--- src/rtl/brel_pkg.sv ---
package brel_pkg;

    localparam int KIND_W = 3;
    localparam int ACT_W  = 3;

    localparam logic [KIND_W-1:0] KIND_BUF  = 3'd0;
    localparam logic [KIND_W-1:0] KIND_BLNK = 3'd1;
    localparam logic [KIND_W-1:0] KIND_FLNK = 3'd2;
    localparam logic [KIND_W-1:0] KIND_EXT  = 3'd3;
    localparam logic [KIND_W-1:0] KIND_QEXT = 3'd4;

    localparam logic [ACT_W-1:0] ACT_RETURN = 3'd0;
    localparam logic [ACT_W-1:0] ACT_PART   = 3'd1;

    typedef enum logic [2:0] {
        OUT_BUF  = 3'd0,
        OUT_LINK = 3'd1,
        OUT_FWD  = 3'd2,
        OUT_ERR  = 3'd3,
        OUT_WALK = 3'd4
    } outcome_e;

endpackage

--- src/rtl/brel_classify.sv ---
module brel_classify
    import brel_pkg::*;
(
    input  logic [KIND_W-1:0] kind,
    input  logic [ACT_W-1:0]  act,
    output outcome_e          outcome
);
    always_comb begin
        if (kind > KIND_QEXT) begin
            outcome = OUT_ERR;
        end else if (kind == KIND_EXT) begin
            outcome = OUT_FWD;
        end else if (act == ACT_RETURN) begin
            outcome = (kind == KIND_BUF) ? OUT_BUF : OUT_LINK;
        end else if (act == ACT_PART && kind == KIND_BLNK) begin
            outcome = OUT_WALK;
        end else begin
            outcome = OUT_ERR;
        end
    end
endmodule

--- src/rtl/brel_null_scan.sv ---
module brel_null_scan #(
    parameter int NSLOT = 8,
    parameter int PTR_W = 16,
    localparam int IDX_W = (NSLOT > 1) ? $clog2(NSLOT) : 1
) (
    input  logic [NSLOT-1:0][PTR_W-1:0] ptrs,
    input  logic [IDX_W-1:0]            skip_idx,
    output logic                        others_null
);
    logic [NSLOT-1:0] live;

    for (genvar j = 0; j < NSLOT; j++) begin : g_slot
        assign live[j] = (|ptrs[j]) && (skip_idx != IDX_W'(j));
    end

    assign others_null = ~|live;
endmodule

--- src/rtl/buf_release_engine.sv ---
module buf_release_engine
    import brel_pkg::*;
#(
    parameter int NSLOT = 8,
    parameter int PTR_W = 16,
    localparam int IDX_W = (NSLOT > 1) ? $clog2(NSLOT) : 1
) (
    input  logic              clk,
    input  logic              rst_n,
    input  logic              req_valid,
    output logic              req_ready,
    input  logic [KIND_W-1:0] req_kind,
    input  logic [ACT_W-1:0]  req_act,
    input  logic [PTR_W-1:0]  req_ptr,
    input  logic [IDX_W-1:0]  req_first,
    input  logic              slot_wr_en,
    input  logic [IDX_W-1:0]  slot_wr_idx,
    input  logic [PTR_W-1:0]  slot_wr_ptr,
    input  logic              slot_wr_last,
    input  logic [IDX_W-1:0]  slot_rd_idx,
    output logic [PTR_W-1:0]  slot_rd_ptr,
    output logic              buf_push,
    output logic [PTR_W-1:0]  buf_push_ptr,
    output logic              link_push,
    output logic [PTR_W-1:0]  link_push_ptr,
    output logic              fw_fwd,
    output logic [PTR_W-1:0]  fw_fwd_ptr,
    output logic              err_flag,
    output logic [KIND_W-1:0] err_kind,
    output logic [ACT_W-1:0]  err_act,
    output logic [PTR_W-1:0]  err_ptr
);
    localparam logic [IDX_W-1:0] LAST_IDX = IDX_W'(NSLOT - 1);

    typedef struct packed {
        logic                        walking;
        logic [IDX_W-1:0]            idx;
        logic [PTR_W-1:0]            desc_ptr;
        logic [NSLOT-1:0][PTR_W-1:0] ptrs;
        logic [NSLOT-1:0]            last;
        logic                        buf_v;
        logic [PTR_W-1:0]            buf_p;
        logic                        link_v;
        logic [PTR_W-1:0]            link_p;
        logic                        fw_v;
        logic [PTR_W-1:0]            fw_p;
        logic                        err_v;
        logic [KIND_W-1:0]           err_k;
        logic [ACT_W-1:0]            err_a;
        logic [PTR_W-1:0]            err_p;
    } state_t;

    state_t   st_d, st_q;
    outcome_e outcome;
    logic     others_null;
    logic     accept;

    brel_classify u_classify (
        .kind    (req_kind),
        .act     (req_act),
        .outcome (outcome)
    );

    brel_null_scan #(.NSLOT(NSLOT), .PTR_W(PTR_W)) u_scan (
        .ptrs        (st_q.ptrs),
        .skip_idx    (st_q.idx),
        .others_null (others_null)
    );

    assign req_ready = !st_q.walking;
    assign accept    = req_valid && req_ready;

    always_comb begin
        logic [PTR_W-1:0] cur;
        logic             stop;
        st_d        = st_q;
        st_d.buf_v  = 1'b0;
        st_d.link_v = 1'b0;
        st_d.fw_v   = 1'b0;
        st_d.err_v  = 1'b0;
        cur         = st_q.ptrs[st_q.idx];
        stop        = 1'b0;
        if (!st_q.walking) begin
            if (slot_wr_en) begin
                st_d.ptrs[slot_wr_idx] = slot_wr_ptr;
                st_d.last[slot_wr_idx] = slot_wr_last;
            end
            if (accept) begin
                case (outcome)
                    OUT_BUF: begin
                        st_d.buf_v = 1'b1;
                        st_d.buf_p = req_ptr;
                    end
                    OUT_LINK: begin
                        st_d.link_v = 1'b1;
                        st_d.link_p = req_ptr;
                    end
                    OUT_FWD: begin
                        st_d.fw_v = 1'b1;
                        st_d.fw_p = req_ptr;
                    end
                    OUT_WALK: begin
                        st_d.walking  = 1'b1;
                        st_d.idx      = req_first;
                        st_d.desc_ptr = req_ptr;
                    end
                    default: begin
                        st_d.err_v = 1'b1;
                        st_d.err_k = req_kind;
                        st_d.err_a = req_act;
                        st_d.err_p = req_ptr;
                    end
                endcase
            end
        end else begin
            if (cur == '0) begin
                stop = 1'b1;
            end else begin
                st_d.buf_v             = 1'b1;
                st_d.buf_p             = cur;
                st_d.ptrs[st_q.idx]    = '0;
                st_d.last[st_q.idx]    = 1'b0;
                stop = st_q.last[st_q.idx] || (st_q.idx == LAST_IDX);
            end
            if (stop) begin
                st_d.walking = 1'b0;
                if (others_null) begin
                    st_d.link_v = 1'b1;
                    st_d.link_p = st_q.desc_ptr;
                end
            end else begin
                st_d.idx = st_q.idx + 1'b1;
            end
        end
    end

    always_ff @(posedge clk or negedge rst_n) begin
        if (!rst_n) begin
            st_q <= '0;
        end else begin
            st_q <= st_d;
        end
    end

    assign slot_rd_ptr   = st_q.ptrs[slot_rd_idx];
    assign buf_push      = st_q.buf_v;
    assign buf_push_ptr  = st_q.buf_p;
    assign link_push     = st_q.link_v;
    assign link_push_ptr = st_q.link_p;
    assign fw_fwd        = st_q.fw_v;
    assign fw_fwd_ptr    = st_q.fw_p;
    assign err_flag      = st_q.err_v;
    assign err_kind      = st_q.err_k;
    assign err_act       = st_q.err_a;
    assign err_ptr       = st_q.err_p;
endmodule

--- config.mk ---
export PLATFORM = sky130hd
export DESIGN_NAME = buf_release_engine
export DESIGN_NICKNAME = d
export VERILOG_FILES = /design/src/rtl/brel_pkg.sv /design/src/rtl/brel_classify.sv /design/src/rtl/brel_null_scan.sv /design/src/rtl/buf_release_engine.sv
export SDC_FILE = /design/constraint.sdc
export NUM_CORES = 1
export LEC_CHECK = 0
export BUFFER_PORTS_ARGS = -buffer_cell sky130_fd_sc_hd__buf_2
export CAP_MARGIN = 20
export CELL_PAD_IN_SITES_DETAIL_PLACEMENT = 1
export CELL_PAD_IN_SITES_GLOBAL_PLACEMENT = 1
export CORE_MARGIN = 5
export CORE_UTILIZATION = 35
export DETAILED_ROUTE_END_ITERATION = 12
export PLACE_DENSITY_LB_ADDON = 0.1
export REMOVE_ABC_BUFFERS = 1
export SLEW_MARGIN = 0
export SYNTH_ARGS = -nofsm -noshare
export SYNTH_HDL_FRONTEND = slang
export SYNTH_SLANG_ARGS = --single-unit
--- constraint.sdc ---
create_clock -name clk -period 4.7 [get_ports clk]
set_clock_uncertainty 0.15 [all_clocks]
set_input_delay 0.235 -clock clk [delete_from_list [all_inputs] [get_ports clk]]
set_output_delay 0.235 -clock clk [all_outputs]
set_load 0.005 [all_outputs]
==> results.tsv, run 1 <==
metric	value	unit
outcome	complete, no violations	
grt_pass1_vias	9402	
grt_first_pass_wirelength	63.0	mm
post_dp_cell_area	12600	um^2
cts.htree.levels	1	
rsz0062_at_grt	no	
setup_ws	0.342	ns
maxCapViolCount	0	
grt_start_max_net_pins	122	
synth-edff-count	0	
dr.pass1.iters	5	
place_hpwl	28.8	mm
post_cts_resized	0	
overflow	0	
min_period	4.36	ns
wl_per_cell	27.2	um
core-area	33600	um^2
layout.nets	1110	
numClockSinks	230	
ys_ff_latch	230	
antenna_found_initial	0	
endpoint_kind	flop	
min_path_type	input pin to flop	
finalHoldViolations	0	
die_area	37900	um^2
clk_latency	0.55	ns
fin_crit_sh	92.7	%
setup_viol	0	
cp.arrival	4.66	ns
grt_util_all_layers	21.4	%
netSwitchingPower	2440	uW
pwr-share-seq	39.0	%
n_antenna_cell	0	
combPwrFrac	29.8	%
synth_ff_type	dfrtp_1	
ys_seq_area_share	48.2	%
ios	143	
numPortBuffers	142	
switching_share	33.2	%
clk_pin_slew	0.06	ns
async_flop_share	100	%
vias	8875	
p_int	4930	uW
drt_iter0_drc	559	
final_common_cell	dfrtp_1	
syn_inst	941	
worst_slew_pin_slew	1.06	ns
finish.instance_area	14100	um^2
area_delta_synth_final	17.8	%
powerDensity	524	nW/um^2
leakagePower	0.00611	uW
ff_latch_area	5760	um^2
cts_root_buf	clkbuf_16	
fin_tns_setup	0	ns
fillers	3517	
synth.distinct_cells	52	
finalWirelength	41.3	mm
die_y	195	um
avgSynthCellArea	12.7	um^2
dp_slack	0.402	ns
critPathMaxFanout	22	
die_w	195	um
slew_violations	0	
drcViolationCount	0	
final_cell_mix	229 x dfrtp_1, 141 x buf_2, 106 x nand2_1	
drive_gt1_share	34.3	%
clockBufferDepth	3	
initial_core_util	35.5	%
worst_setup_path_start_kind	flop	
ys_warn_count	0	
rows	67	
clock_power_share	31.2	%
cts_tree	yes	
cts-buffers-inserted	28	
ant_nets	0	
cp.required	5.00	ns
p_total	7370	uW
ir_drop	0.000301	V
multi_input_area	5300	um^2
relSlewSlack	29.4	%
crit_type	flop to flop	
synth_area	11900	um^2
viasPerCell	5.84	
gp_congestion	0.856	
max_freq	0.229	GHz
final cells by class:
type,count,area share (%)
flip-flops and latches,230,40.9
multi-input cells,561,37.7
repair buffers,222,10.2
clock buffers,36,5.49
well taps,448,3.99
clock inverters,14,1.41
inverters,9,0.240
worst max-delay path, cell delays in order (launching register included):
cell and delay [ns]:
dfrtp_2 0.84, buf_4 0.36, mux4_2 0.53, mux2i_1 0.44, nand4_1 0.23, o41a_1 0.83, a32oi_4 0.37, buf_4 0.32
o2bb2ai_1 0.17
power groups by stage:
stage / sequential (uW) / clock [uW] / combinational [uW]
5_1_grt: 2920 / 2430 / 2360
3_5_place_dp: 2900 / 0 / 2170
4_1_cts: 2870 / 2340 / 2210
6_report: 2880 / 2300 / 2190
3_3_place_gp: 2900 / 0 / 2150
2_1_floorplan: 2800 / 0 / 1240
flip-flops by register name (all words and copies together), names as in the netlist:
signal         flops
buf_push           1
link_push_ptr     16
fw_fwd             1
buf_push_ptr      16
err_kind           3
err_flag           1
fw_fwd_ptr        16
link_push          1
err_ptr           16
st_q             156
err_act            3
repair_timing:
item,4_1_cts,5_1_grt
buffers inserted,0,0
hold buffers,43,0
endpoints found under the hold margin,261,0
cell families (layout without fill, tap and decap cells):
kind of cell	count (synthesis)	in the layout	synth area share [%]
buf+inv	150	281	7.48
mux	137	137	19.0
flops	230	230	48.2
compound gates	216	216	16.4
fa+ha+maj	6	6	0.629
xor+xnor	1	1	0.0734
simple gates	201	201	8.15
stage by stage:
stage               hold slack [ns]  util [%]  cells
floorplan                    -0.211         -    800
global placement              0.255      37.6   1426
detailed placement            0.255      37.6   1426
CTS                           0.132      41.8   1519
global route                  0.179      41.8   1520
finish                        0.149      41.8   1520
metal layers:
metal | global-route usage (%) | part of all wire (%) | vias to the layer above
met3 | 3.24 | 5.4 | 63
li1 | - | - | 3824
met1 | 30.1 | 45 | 4723
met5 | 0 | 0 | -
met2 | 35.1 | 48 | 265
met4 | 5.05 | 2.4 | 0
Yosys cell counts, types with 2 or more instances:
master	count	area, um^2
a21o_1	6	45.0
a221o_1	11	110
a22o_1	39	342
a32oi_2	4	65.1
a32oi_4	2	55.1
a41oi_1	2	17.5
a41oi_2	2	32.5
and2_1	4	25.0
buf_1	15	56.3
buf_2	5	25.0
buf_4	78	586
buf_6	4	45.0
clkbuf_1	39	146
dfrtp_1	230	5760
ha_1	6	75.1
inv_1	8	30.0
mux2_2	58	653
mux2i_1	13	130
mux4_2	66	1490
nand2_1	106	398
nand3b_1	3	22.5
nand4_1	9	56.3
nor2_1	8	30.0
nor2b_1	3	18.8
nor3_1	17	85.1
nor3b_1	3	22.5
nor4_1	33	206
o2111a_1	3	33.8
o2111ai_1	17	149
o211ai_1	17	128
o21bai_1	2	15.0
o2bb2ai_1	102	893
o31ai_1	3	22.5
or2_2	4	25.0
or3b_2	2	17.5
final timing paths:
check / end / cells after the start / start / slack (ns)
worst max-delay path: st_q[157] / 8 / st_q[226] / 0.34
worst min-delay path: st_q[80] / 3 / slot_wr_idx[0] / 0.15
worst max register to register: st_q[157] / 8 / st_q[226] / 0.34
worst min register to register: st_q[224] / 2 / st_q[224] / 0.32
max in group asynchronous: st_q[145] / 3 / rst_n / 3.00
min in group asynchronous: fw_fwd / 2 / rst_n / 0.23
No activity file was read; power rests on OpenSTA's default activity.
==> run 2, diff against run 1 <==
Settings changed: CORE_UTILIZATION 35 to 37.
==> run 2 against run 1 <==
- sequential power about the same
- sequential share of layout area rose by 0.67 points
- global-route usage up 0.66 points
- clock-buffer cell count did not move
- non-clock buffer count down 1
- sequential cell count did not move
- clock power shrank 17%
- first-iteration DRC count down 12%
- largest power group unchanged
- highest routed layer unchanged
==> results.tsv, run 2 (synthesis results as in run 1) <==
metric	value	unit	change
grt_start_max_net_pins	101		-17%
max_freq	0.248	GHz	+8.2%
final_util	43.6	%	+1.8 points
slew_violations	0		unchanged
layout.nets	1107		-0.27%
min_path_type	input pin to flop		
max_stage_delay	0.72	ns	-0.12 ns
drt_iter0_drc	492		-12%
cts_tree	yes		
drcViolationCount	0		unchanged
top_register	st_q		
clockBufferDepth	3		unchanged
powerDensity	504	nW/um^2	-3.9%
crit_type	flop to flop		
critPathMaxFanout	17		-23%
crit_slowest_cell	dfrtp_2		
timing.hold.ws	0.155	ns	+0.00583 ns
clk_latency	0.54	ns	about the same
min_period	4.03	ns	-0.331 ns
worst_slew_pin_slew	1.12	ns	+0.0646 ns
finalHoldViolations	0		unchanged
fillers	3320		-5.6%
die_y	190	um	-2.6%
cpMostUsedCell	buf_4		
viasPerCell	5.97		+2.2%
cts.htree.levels	1		unchanged
rsz0062_at_grt	no		
cp.required	5.03	ns	+0.03 ns
largest_register_ffs	156		unchanged
antenna_found_initial	0		unchanged
gp_congestion	0.846		-1.1%
die_area	35900	um^2	-5.1%
overflow	0		unchanged
core-area	31700	um^2	-5.6%
worst_setup_path_start_kind	flop		
grt_util_all_layers	22.1	%	+0.66 points
initial_core_util	37.6	%	+2.1 points
cts-buffers-inserted	26		-7.1%
endpoint_kind	flop		
maxCapViolCount	0		unchanged
finalWirelength	39.6	mm	-4.1%
post-cts-setup-buffer-count	0		unchanged
place_hpwl	27.8	mm	-3.7%
numClockSinks	230		unchanged
rows	65		-3.0%
relSlewSlack	24.9	%	-4.5 points
fin_tns_setup	0	ns	unchanged
area_delta_synth_final	16.0	%	
leakagePower	0.00603	uW	-1.3%
final_cell_mix	229 x dfrtp_1, 141 x buf_2, 106 x nand2_1		
die_w	190	um	-2.6%
wl_per_cell	27.0	um	-0.52%
numPortBuffers	142		unchanged
n_antenna_cell	0		unchanged
outcome	complete, no violations		
fin_crit_sh	85.7	%	-7.0 points
final_common_cell	dfrtp_1		
p_total	6970	uW	-5.5%
ir_drop	0.000283	V	-5.8%
dr.pass1.iters	4		-1
grt_first_pass_wirelength	61.4	mm	-2.5%
cts_root_buf	clkbuf_16		
drive_gt1_share	33.7	%	-0.59 points
cp_cell_sequence	mux4_2, mux2i_1, nand4_1, o41a_1, buf_4, a32oi_2, buf_4, a22o_1		
vias	8745		-1.5%
setup_viol	0		unchanged
ant_nets	0		unchanged
grt_pass1_vias	9311		-0.97%
ios	143		unchanged
clk_pin_slew	0.06	ns	about the same
cp.arrival	4.35	ns	-0.31 ns
## run 2: changes by cell type in the layout (fill, tap and decap cells not counted), sizes merged
cell      previous run  this run
clkinvlp             1         0
buf                179       178
clkinv               9         8
bufinv               5         0
## run 2: repair_timing
item	in CTS	in global routing
endpoints found under the setup margin	0	0
gates resized for setup	0	0
endpoints found under the hold margin	221	0
hold buffers	43	0
## run 2: final cells by class
cell class | count | area, um^2 | share of cell area [%]
clock buffer | 36 | 738 | 5.34
clock inverter | 7 | 46.3 | 0.335
inverter | 9 | 33.8 | 0.244
multi-input combinational | 561 | 5300 | 38.3
sequential | 230 | 5760 | 41.6
tap | 402 | 503 | 3.64
timing repair buffer | 221 | 1460 | 10.5
## run 2: critical path, delay by kind of cell (launching register included)
kind,cells,cell delay [ns]
DFF,1,0.72
buffers and inverters,2,0.58
muxes,2,1.19
AOI/OAI and AO/OA,3,1.01
and+or+nand+nor,1,0.30
## run 2: final timing paths
kind / depth (start not counted) / startpoint / slack, ns / endpoint
max in group asynchronous: 3 / rst_n / 2.99 / st_q[226]
worst min register to register: 1 / buf_push_ptr[3] / 0.32 / buf_push_ptr[3]
worst max-delay path: 8 / st_q[226] / 0.67 / st_q[80]
min in group asynchronous: 2 / rst_n / 0.20 / err_act[0]
worst max register to register: 8 / st_q[226] / 0.67 / st_q[80]
worst min-delay path: 3 / slot_wr_idx[0] / 0.15 / st_q[80]
## run 2: metrics by stage
stage	instances	cell area, um^2	setup WS (ns)
CTS	1466	13800	0.680
global placement	1380	12600	0.774
detailed placement	1380	12600	0.713
finish	1466	13800	0.672
floorplan	800	11100	-1.67
global route	1466	13800	0.539
## run 2: per-layer routing
layer | track usage (%) | wire length [um]
met3 | 3.14 | 1850
met4 | 6.04 | 1220
met1 | 31.3 | 17900
met2 | 35.8 | 18700
met5 | 0 | 0
## run 2: power by group
| part | leakage [uW] | switching (uW) | internal [uW] |
|---|---|---|---|
| registers | 0.00287 | 453 | 2390 |
| logic | 0.00277 | 1090 | 1120 |
| clock network | 0.000393 | 818 | 1090 |
| total | 0.00603 | 2370 | 4600 |
